===== config.mk =====
export PLATFORM = sky130hd
export DESIGN_NAME = iqt4x4_engine
export DESIGN_NICKNAME = d
export VERILOG_FILES = /design/src/rtl/iqt_pkg.sv /design/src/rtl/iqt_classify.sv /design/src/rtl/iqt_dq_mult.sv /design/src/rtl/iqt_core_1d.sv /design/src/rtl/iqt4x4_engine.sv
export SDC_FILE = /design/constraint.sdc
export NUM_CORES = 2
export LEC_CHECK = 0
export ABC_AREA = 1
export BUFFER_PORTS_ARGS = -buffer_cell sky130_fd_sc_hd__buf_2
export CORE_AREA = 10 10 714 435
export CTS_BUF_LIST = sky130_fd_sc_hd__clkbuf_4
export DETAILED_ROUTE_END_ITERATION = 10
export DIE_AREA = 0 0 724 445
export PLACE_DENSITY = 0.43
export SLEW_MARGIN = 20
export SYNTH_ARGS = -nofsm -noshare
export SYNTH_HDL_FRONTEND = slang
export SYNTH_SLANG_ARGS = --single-unit
export TNS_END_PERCENT = 10

===== constraint.sdc =====
create_clock -name clk_i -period 7.8 [get_ports clk_i]
set_clock_uncertainty 0.1 [all_clocks]
set_input_delay 1.17 -clock clk_i [delete_from_list [all_inputs] [get_ports clk_i]]
set_output_delay 1.17 -clock clk_i [all_outputs]
set_load 0.005 [all_outputs]

===== src/rtl/iqt_pkg.sv =====
package iqt_pkg;
  localparam logic [1:0] MODE_RES = 2'd0;
  localparam logic [1:0] MODE_HAD = 2'd1;
  localparam logic [1:0] MODE_CDC = 2'd2;

  typedef enum logic [1:0] {CLS_ZERO, CLS_DC, CLS_FULL} iqt_cls_e;
  typedef enum logic [2:0] {ST_IDLE, ST_DQ, ST_ROW, ST_COL, ST_OUT} iqt_state_e;
endpackage


===== src/rtl/iqt_classify.sv =====
module iqt_classify
  import iqt_pkg::*;
#(
  parameter int DIM = 4,
  parameter int CW  = 16,
  localparam int NC = DIM * DIM
) (
  input  logic [NC*CW-1:0] coef_i,
  input  logic             chroma_i,
  output logic [NC*CW-1:0] coef_o,
  output iqt_cls_e         cls_o
);
  logic [NC-1:0] nz;

  for (genvar g = 0; g < NC; g++) begin : g_lane
    localparam bit KEEP = ((g / DIM) < 2) && ((g % DIM) < 2);
    logic [CW-1:0] v;
    assign v = (chroma_i && !KEEP) ? '0 : coef_i[g*CW +: CW];
    assign coef_o[g*CW +: CW] = v;
    assign nz[g] = |v;
  end

  always_comb begin
    if (nz == '0)              cls_o = CLS_ZERO;
    else if (nz[NC-1:1] == '0) cls_o = CLS_DC;
    else                       cls_o = CLS_FULL;
  end
endmodule


===== src/rtl/iqt_dq_mult.sv =====
module iqt_dq_mult #(
  parameter int CW = 16,
  parameter int SW = 8,
  localparam int DW = CW + SW + 1
) (
  input  logic [CW-1:0]        coef_i,
  input  logic [SW-1:0]        scale_i,
  output logic signed [DW-1:0] prod_o
);
  // scale is unsigned: widen by a zero bit, product fits DW exactly
  assign prod_o = $signed(coef_i) * $signed({1'b0, scale_i});
endmodule


===== src/rtl/iqt_core_1d.sv =====
module iqt_core_1d #(
  parameter int IW = 29
) (
  input  logic signed [IW-1:0] a_i,
  input  logic signed [IW-1:0] b_i,
  input  logic signed [IW-1:0] c_i,
  input  logic signed [IW-1:0] d_i,
  input  logic                 half_i,
  output logic signed [IW-1:0] y0_o,
  output logic signed [IW-1:0] y1_o,
  output logic signed [IW-1:0] y2_o,
  output logic signed [IW-1:0] y3_o
);
  logic signed [IW-1:0] bh, dh, e0, e1, e2, e3;

  assign bh = half_i ? (b_i >>> 1) : b_i;
  assign dh = half_i ? (d_i >>> 1) : d_i;
  assign e0 = a_i + c_i;
  assign e1 = a_i - c_i;
  assign e2 = bh - d_i;
  assign e3 = b_i + dh;
  assign y0_o = e0 + e3;
  assign y1_o = e1 + e2;
  assign y2_o = e1 - e2;
  assign y3_o = e0 - e3;
endmodule


===== src/rtl/iqt4x4_engine.sv =====
module iqt4x4_engine
  import iqt_pkg::*;
#(
  parameter int CW = 16,
  parameter int SW = 8
) (
  input  logic                         clk_i,
  input  logic                         rst_ni,
  input  logic                         in_valid_i,
  output logic                         in_ready_o,
  input  logic [1:0]                   mode_i,
  input  logic [SW-1:0]                scale_i,
  input  logic [16*CW-1:0]             coef_i,
  output logic                         out_valid_o,
  output logic [16*(CW+SW+5)-1:0]      res_o
);
  localparam int DIM      = 4;
  localparam int NC       = DIM * DIM;
  localparam int DW       = CW + SW + 1;
  localparam int IW       = DW + 4;
  localparam int OW       = IW;
  localparam int CNTW     = $clog2(NC);
  localparam int PW       = $clog2(DIM);
  localparam int RND_SH   = 6;
  localparam int FULL_LAT = NC + 2 * DIM;

  function automatic bit in_corner(input int i);
    return ((i / DIM) < 2) && ((i % DIM) < 2);
  endfunction

  function automatic logic signed [IW-1:0] rnd(input logic signed [IW-1:0] x);
    logic signed [IW-1:0] t;
    t = x + $signed(IW'(1 << (RND_SH - 1)));
    return t >>> RND_SH;
  endfunction

  iqt_state_e           state_q;
  iqt_cls_e             cls_q, cls_in;
  logic [1:0]           mode_q;
  logic [SW-1:0]        scale_q;
  logic [CW-1:0]        cf_q  [NC];
  logic signed [IW-1:0] buf_q [NC];
  logic signed [OW-1:0] res_q [NC];
  logic [CNTW-1:0]      cnt_q;
  logic [PW-1:0]        rc;

  logic [NC*CW-1:0]     coef_m;
  logic                 chroma_q, half_q;
  logic signed [DW-1:0] prod;
  logic signed [IW-1:0] prod_x;
  logic signed [IW-1:0] ln  [DIM];
  logic signed [IW-1:0] yv  [DIM];
  logic signed [IW-1:0] ym  [DIM];
  logic signed [IW-1:0] fin [DIM];
  logic signed [IW-1:0] ca, cb, cc, cd;
  logic                 accept;

  assign accept     = in_valid_i && (state_q == ST_IDLE);
  assign in_ready_o = (state_q == ST_IDLE);
  assign out_valid_o = (state_q == ST_OUT);
  assign chroma_q   = (mode_q == MODE_CDC);
  assign half_q     = !((mode_q == MODE_HAD) || (mode_q == MODE_CDC));
  assign rc         = cnt_q[PW-1:0];

  iqt_classify #(.DIM(DIM), .CW(CW)) u_cls (
    .coef_i  (coef_i),
    .chroma_i(mode_i == MODE_CDC),
    .coef_o  (coef_m),
    .cls_o   (cls_in)
  );

  iqt_dq_mult #(.CW(CW), .SW(SW)) u_mul (
    .coef_i (cf_q[cnt_q]),
    .scale_i(scale_q),
    .prod_o (prod)
  );

  assign prod_x = {{(IW-DW){prod[DW-1]}}, prod};

  // lane fetch: rows in ROW pass, columns (transposed) in COL pass
  always_comb begin
    for (int k = 0; k < DIM; k++) begin
      if (state_q == ST_COL) ln[k] = buf_q[k*DIM + int'(rc)];
      else                   ln[k] = buf_q[int'(rc)*DIM + k];
    end
    ca = ln[0];
    if (chroma_q) begin
      cb = '0; cc = ln[1]; cd = '0;
    end else begin
      cb = ln[1]; cc = ln[2]; cd = ln[3];
    end
  end

  iqt_core_1d #(.IW(IW)) u_core (
    .a_i(ca), .b_i(cb), .c_i(cc), .d_i(cd),
    .half_i(half_q),
    .y0_o(yv[0]), .y1_o(yv[1]), .y2_o(yv[2]), .y3_o(yv[3])
  );

  always_comb begin
    for (int k = 0; k < DIM; k++) begin
      ym[k]  = (chroma_q && k >= 2) ? '0 : yv[k];
      fin[k] = half_q ? rnd(ym[k]) : ym[k];
    end
  end

  always_ff @(posedge clk_i or negedge rst_ni) begin
    if (!rst_ni) begin
      state_q <= ST_IDLE;
      cls_q   <= CLS_ZERO;
      mode_q  <= '0;
      scale_q <= '0;
      cnt_q   <= '0;
      for (int i = 0; i < NC; i++) begin
        cf_q[i]  <= '0;
        buf_q[i] <= '0;
        res_q[i] <= '0;
      end
    end else begin
      case (state_q)
        ST_IDLE: if (accept) begin
          for (int i = 0; i < NC; i++) cf_q[i] <= coef_m[i*CW +: CW];
          scale_q <= scale_i;
          mode_q  <= mode_i;
          cls_q   <= cls_in;
          cnt_q   <= '0;
          if (cls_in == CLS_ZERO) begin
            for (int i = 0; i < NC; i++) res_q[i] <= '0;
            state_q <= ST_OUT;
          end else begin
            state_q <= ST_DQ;
          end
        end
        ST_DQ: begin
          if (cls_q == CLS_DC) begin
            for (int i = 0; i < NC; i++) begin
              if (chroma_q && !in_corner(i)) res_q[i] <= '0;
              else                           res_q[i] <= half_q ? rnd(prod_x) : prod_x;
            end
            state_q <= ST_OUT;
          end else begin
            buf_q[cnt_q] <= prod_x;
            if (cnt_q == CNTW'(NC - 1)) begin
              cnt_q   <= '0;
              state_q <= ST_ROW;
            end else begin
              cnt_q <= cnt_q + 1'b1;
            end
          end
        end
        ST_ROW: begin
          for (int k = 0; k < DIM; k++) buf_q[int'(rc)*DIM + k] <= ym[k];
          if (rc == PW'(DIM - 1)) begin
            cnt_q   <= '0;
            state_q <= ST_COL;
          end else begin
            cnt_q <= cnt_q + 1'b1;
          end
        end
        ST_COL: begin
          for (int k = 0; k < DIM; k++) res_q[k*DIM + int'(rc)] <= fin[k];
          if (rc == PW'(DIM - 1)) begin
            cnt_q   <= '0;
            state_q <= ST_OUT;
          end else begin
            cnt_q <= cnt_q + 1'b1;
          end
        end
        ST_OUT:  state_q <= ST_IDLE;
        default: state_q <= ST_IDLE;
      endcase
    end
  end

  for (genvar g = 0; g < NC; g++) begin : g_out
    assign res_o[g*OW +: OW] = res_q[g];
  end

  // ---------------- assertions ----------------
  logic [5:0] lat_cnt;
  logic       outside_nz;

  always_ff @(posedge clk_i or negedge rst_ni) begin
    if (!rst_ni)               lat_cnt <= '0;
    else if (accept)           lat_cnt <= '0;
    else if (lat_cnt != 6'h3f) lat_cnt <= lat_cnt + 1'b1;
  end

  always_comb begin
    outside_nz = 1'b0;
    for (int i = 0; i < NC; i++)
      if (!in_corner(i) && res_q[i] != '0) outside_nz = 1'b1;
  end

  assert_pulse_R1: assert property (@(posedge clk_i) disable iff (!rst_ni)
    out_valid_o |=> !out_valid_o && in_ready_o);

  assert_zero_fast_R2: assert property (@(posedge clk_i) disable iff (!rst_ni)
    accept && cls_in == CLS_ZERO |=> out_valid_o && (res_o == '0));

  assert_dc_short_R3: assert property (@(posedge clk_i) disable iff (!rst_ni)
    accept && cls_in == CLS_DC |=> !out_valid_o ##1 out_valid_o);

  assert_full_latency_R4: assert property (@(posedge clk_i) disable iff (!rst_ni)
    out_valid_o && cls_q == CLS_FULL |-> lat_cnt == 6'(FULL_LAT));

  assert_chroma_corner_R7: assert property (@(posedge clk_i) disable iff (!rst_ni)
    out_valid_o && chroma_q |-> !outside_nz);

  assert_busy_hold_R10: assert property (@(posedge clk_i) disable iff (!rst_ni)
    !in_ready_o |=> $stable(mode_q) && $stable(scale_q));
endmodule


# After elaboration in Yosys (flattened, before gate mapping)
# Index checks and enable logic that the tools add are counted.
classes:
  add_sub_neg: 20
  mul: 1
  magnitude_cmp: 18
  eq_ne: 17
  muxes: 103
  bitwise_logic: 9
  reduce_logical: 40
ops:
  columns: ["operator", "n"]
  rows:
  - ["$bwmux W464", 9]
  - ["$mux W464", 4]
  - ["$pmux W464 S3", 1]
  - ["$mux W29", 40]
  - ["$demux W29 S4", 9]
  - ["$bmux W29 S4", 8]
  - ["$pmux W464 S2", 1]
  - ["$ge A32 B5 Y1 const B", 8]
  - ["$lt A32 B1 Y1 const B", 8]
  - ["$reduce_or A16 Y1", 16]
  - ["$mux W16", 14]
  - ["$not A5 Y32", 5]
  - ["$add A29 B29 Y29", 4]
  - ["$add A29 B7 Y29 const B", 4]
  - ["$sub A29 B29 Y29", 4]
  - ["$bmux W16 S4", 1]
  - ["$not A4 Y32", 2]
  - ["$mux W28", 2]
  - ["$not A2 Y32", 1]
  - ["$add A25 B7 Y26 const B", 1]
  - ["$mul A16 B9 Y25", 1]
  - ["$mux W3", 6]
  - ["$logic_not A16 Y1", 1]
  - ["$mux W4", 4]
  - ["other kinds (31)", 54]
word_totals:
  reg_bits: 1203
  inputBits: 269
  output_inout_bits: 466
  word_cells: 261

# Longest topological paths before layout
logic_depth:
  ltp_word: 17
  depth_mapped: 55
  mapped_depth_nobuf: 50

# Hierarchy
# Synthesis repeated with hierarchy kept, for this count alone.
unflattened:
  hier_cells: 13353
  area_unflattened_um2: 91501.5
by_module_without_submodules:
  columns: ["module", "n_inst", "cells_per_inst", "area_each_um2", "seq_area_each_um2"]
  rows:
  - ["iqt4x4_engine", 1, 9202, 68270.5, 30103.9]
  - ["iqt_core_1d", 1, 2563, 14437.6, 0.0]
  - ["iqt_dq_mult", 1, 813, 5386.4, 0.0]
  - ["iqt_classify", 1, 775, 3407.0, 0.0]

# Least setup slack after synthesis
# Ideal clock, no wire load.
synth_timing:
  kind: "register to register"
  startpoint: "reg cnt_q[0]"
  endpoint: "reg res_q, in the netlist res_o[401]"
  setup_ps: 117
  t_arrival_ps: 6738
  required_ps: 7583
  path_slack_ps: 844
  path_stages_with_launch: 37
  path_buffers: 6
  synth_period_minus_slack_ps: 6956
  cell_sequence: "dfrtp_1 buf_2 clkbuf_1 clkbuf_1 clkbuf_1 clkbuf_1 a21oi_1 o21ai_0 o21ai_0 nand2_1 nand4_1 inv_1 nor2_1 fa_1 inv_1 fa_1 inv_1 fa_1 inv_1 fa_1 inv_1 ha_1 a21oi_1 nand2_1 xor2_1 nand2_1 nor2_4 nand4_4 nor2_4 nand4_2 o21ai_2 nor2_1 nand2_2 buf_2 nand2_1 nand2_1 nand2_1"
synth_via:
  elab_chain_cells: 17
synth_rtl:
  columns: ["item", "line_no", "text"]
  rows:
  - ["start, declared", "iqt4x4_engine.sv:44", "logic [CNTW-1:0] cnt_q;"]
  - ["start signal, assigned", "iqt4x4_engine.sv:147", "cnt_q <= cnt_q + 1'b1;"]
  - ["start signal, assigned", "iqt4x4_engine.sv:157", "cnt_q <= cnt_q + 1'b1;"]
  - ["start signal, assigned", "iqt4x4_engine.sv:166", "cnt_q <= cnt_q + 1'b1;"]
  - ["$add A4 B2 Y5 (on tied branches)", "iqt4x4_engine.sv:84, iqt4x4_engine.sv:83, iqt4x4_engine.sv:161", null]
  - ["$not A5 Y32 (on tied branches)", "iqt4x4_engine.sv:84, iqt4x4_engine.sv:83, iqt4x4_engine.sv:161", null]
  - ["$bmux W29 S4 (on tied branches)", "iqt4x4_engine.sv:84, iqt4x4_engine.sv:83", null]
  - ["$mux W29 (on tied branches) (2 in series)", "iqt4x4_engine.sv:84, iqt4x4_engine.sv:83", null]
  - ["$mux W29", "iqt4x4_engine.sv:83", "if (state_q == ST_COL) ln[k] = buf_q[k*DIM + int'(rc)];"]
  - ["$mux W29", "iqt4x4_engine.sv:87", "if (chroma_q) begin"]
  - ["$mux W28", "iqt_core_1d.sv:17", "assign dh = half_i ? (d_i >>> 1) : d_i;"]
  - ["$add A29 B29 Y29", "iqt_core_1d.sv:21", "assign e3 = b_i + dh;"]
  - ["$add A29 B29 Y29", "iqt_core_1d.sv:22", "assign y0_o = e0 + e3;"]
  - ["$add A29 B7 Y29", "iqt4x4_engine.sv:33", "t = x + $signed(IW'(1 << (RND_SH - 1)));"]
  - ["$mux W29", "iqt4x4_engine.sv:103", "fin[k] = half_q ? rnd(ym[k]) : ym[k];"]
  - ["$bwmux W464 (4 in series)", "iqt4x4_engine.sv:161", "for (int k = 0; k < DIM; k++) res_q[k*DIM + int'(rc)] <= fin[k];"]
  - ["$pmux W464 S3 (*)", "iqt4x4_engine.sv:120", "case (state_q)"]
  - ["end signal, assigned by index", "iqt4x4_engine.sv:138", "else res_q[i] <= half_q ? rnd(prod_x) : prod_x;"]
  - ["end, declared", "iqt4x4_engine.sv:43", "logic signed [OW-1:0] res_q [NC];"]
# Mark *: on every way between the ends. The rest lies on a longest branch, timed or not. The select of a mux whose other input is x is not followed.
# A chain may end at the register's enable or synchronous reset.

# Final worst setup path
layout_timing:
  startpoint: "reg state_q[2]"
  endpoint: "reg res_q, in the netlist res_o[157]"
layout_via:
  elab_chain_cells: 13
layout_rtl:
  columns: ["item", "line_no", "text"]
  rows:
  - ["start, declared", "iqt4x4_engine.sv:37", "iqt_state_e state_q;"]
  - ["start signal, assigned", "iqt4x4_engine.sv:109", "state_q <= ST_IDLE;"]
  - ["start signal, assigned", "iqt4x4_engine.sv:129", "state_q <= ST_OUT;"]
  - ["start signal, assigned", "iqt4x4_engine.sv:131", "state_q <= ST_DQ;"]
  - ["$eq A3 B2 Y1", "iqt4x4_engine.sv:83, iqt4x4_engine.sv:120", null]
  - ["$mux W29", "iqt4x4_engine.sv:83", null]
  - ["$mux W29", "iqt4x4_engine.sv:87", null]
  - ["$mux W28", "iqt_core_1d.sv:17", null]
  - ["$add A29 B29 Y29", "iqt_core_1d.sv:21", null]
  - ["$add A29 B29 Y29", "iqt_core_1d.sv:22", null]
  - ["$add A29 B7 Y29", "iqt4x4_engine.sv:33", null]
  - ["$mux W29", "iqt4x4_engine.sv:103", null]
  - ["$bwmux W464 (4 in series)", "iqt4x4_engine.sv:161", null]
  - ["$pmux W464 S3", "iqt4x4_engine.sv:120", null]
# Several ways; a longest one is shown, not always the timed one.

==> out/metrics.yaml <==
cts_root_buf: "clkbuf_4"
synth_mux_area_share_pct: 0.0226
path_common_cell: "buf_4"
grt_pass1_vias: 103000
r2r-start: "state_q[2]"
drt_first_iter_violations: 16300
synth_top_cell_by_area: "dfrtp_1"
synthFlopType: "dfrtp_1"
syn_area_mm2: 0.0888
yosysWarnings: 0
min_period_ns: 7.71
cts_tree: "built"
cp-start-kind: "flop"
async_flop_share_pct: 100
dp_cells: 19300
fillers: 31300
worstSetupPathType: "flop to flop"
ant_nets: 0
synth_compound_area_share_pct: 18.5
cts_buffer_depth: 4
maxCapViolCount: 0
synthAdderAreaFrac_pct: 6.50
routedWlPerCell_um: 30.5
slew_headroom_pct: 14.1
startpoint: "state_q[2]"
finalWorstSetupSlack_ns: 0.0934
cp_data_arrival_time_ns: 8.79
dpl.hpwl_um: 477000
synthSimpleGateAreaFrac_pct: 30.5
cp-end-kind: "flop"
grt_max_degree: 246
synth_seq_cells: 1203
drive_gt1_share_pct: 26.9
critPathMaxFanout: 12
die_w_um: 724
routabilityCongestion: 1.01
grt-ovfl-total: 0
netlist_top_cells_area: "dfrtp_1, nand2_1, o21ai_0, nor2_1, inv_1"
vias: 112000
io_pins: 735
final_common_cell: "nand2_1"
fin_crit_sh_pct: 98.8
syn_inst: 13300
use_met1_pct: 57.2
synth_cell_types: 65
synth-seq-area-share_pct: 33.9
top_usage_layer: "met1"
dp_slack_ns: -1.79
initial_core_util_pct: 29.9
setup_viol: 0
min_path_type: "input pin to flop"
syn_avg_cell_area_um2: 6.69
nets: 16700
row_count: 155
stdcell_count: 20300
tightest_slew_ns: 1.29
synth_top_family_by_area: "simple AND/OR/NAND/NOR gates"
antenna_found_initial: 78
status: "complete, no violations"
cpMaxStageDelayCell: "fa_1"
postLayoutCellArea_mm2: 0.124
grt_first_pass_wirelength_um: 836000
clock_latency_ns: 1.46
path_clk_slew_ns: 0.07
grt.total_usage_pct: 36.1
synth_top_area_share_pct: 33.9
die_h_um: 445
remaining_drc_errors: 0
fp.coreArea_mm2: 0.297
avgViaCountPerCell: 5.53
max_freq_mhz: 130
dpl_cell_area_mm2: 0.112
dieArea_mm2: 0.322
hp-start: "coef_i[162]"
wl_um: 617000
hold_viol_final: 0
cpPeakStageDelay_ns: 0.45
rsz0062_at_grt: "yes"
drt-pass1-iter-count: 6
numCtsBuffers: 339
use_met2_pct: 43.0
grt_util_met3_pct: 14.8
area_growth_pct: 40.0
synth_edf_count: 0
whs_ns: 0.0908
port_buffers: 734
layout_common_cells: "nand2_1, buf_4, nor2_1"
synth_fp_nets: 13900
cp.required_ns: 8.88
synth_xor_area_share_pct: 1.68
clock_sinks: 1203
cts_max_level: 5
slew_viol_final: 0
synthesized netlist by cell type, types with 27 or more instances:
master / number
o221ai_1: 410
xor2_1: 128
o21ai_0: 1311
a22oi_1: 43
fa_1: 110
a21o_1: 27
buf_1: 77
nand3_1: 559
ha_1: 285
a211oi_1: 33
inv_1: 1152
nand2_1: 4387
o21bai_1: 32
o22ai_1: 67
dfrtp_1: 1203
a21oi_1: 521
clkbuf_1: 556
o21ai_1: 32
nand2_2: 32
nand4_1: 151
nor2_1: 1444
nor4_1: 30
buf_2: 158
o211ai_1: 172
nor3_1: 44
registers in the layout (all words and copies together), names as in the netlist:
signal,flops
cf_q,256
state_q,3
scale_q,8
cnt_q,4
res_o,464
cls_q,2
mode_q,2
buf_q,464
metal layers:
metal  vias up  wire length, um
li1      49300                -
met1     55100           299000
met2      6734           211000
met3       861            88500
met4        40            17700
met5         -              626
logic make-up (layout without fill, tap and decap cells):
logic type / after synthesis / count (layout)
DFF: 1203 / 1203
muxes: 2 / 2
and+or+nand+nor: 6747 / 6747
other: 0 / 30
buffers and inverters: 2016 / 5065
xor gates and xnor gates: 158 / 158
adders and majority gates: 395 / 395
AOI/OAI and AO/OA: 2745 / 2745
final cells by class:
type / count / area [um2] / area share, %
multi-input combinational: 10000 / 54300 / 43.7
sequential: 1203 / 30100 / 24.2
timing repair buffer: 3270 / 26000 / 20.9
tap: 3925 / 4910 / 3.95
inverter: 1199 / 4570 / 3.68
clock buffer: 507 / 3810 / 3.06
clock inverter: 88 / 528 / 0.425
antenna: 30 / 75.1 / 0.0604
timing repair inverter: 1 / 8.76 / 0.00705
final timing paths:
path | slack (ns) | endpoint | cells past startpoint
worst max-delay path | 0.09 | res_o[157] | 44
worst min-delay path | 0.09 | cf_q[82] | 3
worst max register to register | 0.09 | res_o[157] | 44
worst min register to register | 0.37 | cf_q[245] | 2
max in group asynchronous | 5.29 | res_o[272] | 4
min in group asynchronous | 0.26 | cf_q[237] | 2
critical path, delay by kind of cell, from the launching register on:
kind / cells / cell delay (ns)
xor gates and xnor gates: 2 / 0.63
buffers and inverters: 17 / 2.56
adders and majority gates: 3 / 1.00
and+or+nand+nor: 15 / 1.72
AOI/OAI and AO/OA: 7 / 1.01
DFF: 1 / 0.39
repair_timing:
| action | in CTS | in global routing |
|---|---|---|
| hold endpoints to repair | 327 | 0 |
| pin swaps | 39 | 161 |
| hold buffers | 237 | 0 |
| gates resized for setup | 246 | 753 |
| setup endpoints to repair | 463 | 448 |
| gates cloned | 7 | 24 |
| buffers inserted | 17 | 97 |
through the flow:
stage	TNS [ns]	util (%)
final	0	41.9
after global routing	-13.68	41.9
after CTS	-1.37	40.4
after detailed placement	-217.87	37.7
after global placement	-234.73	37.7
after floorplan	0	-
Power is left out: the tool's default activity adds up to more than one toggle a clock period on the data nets, which glitch-free logic cannot reach.
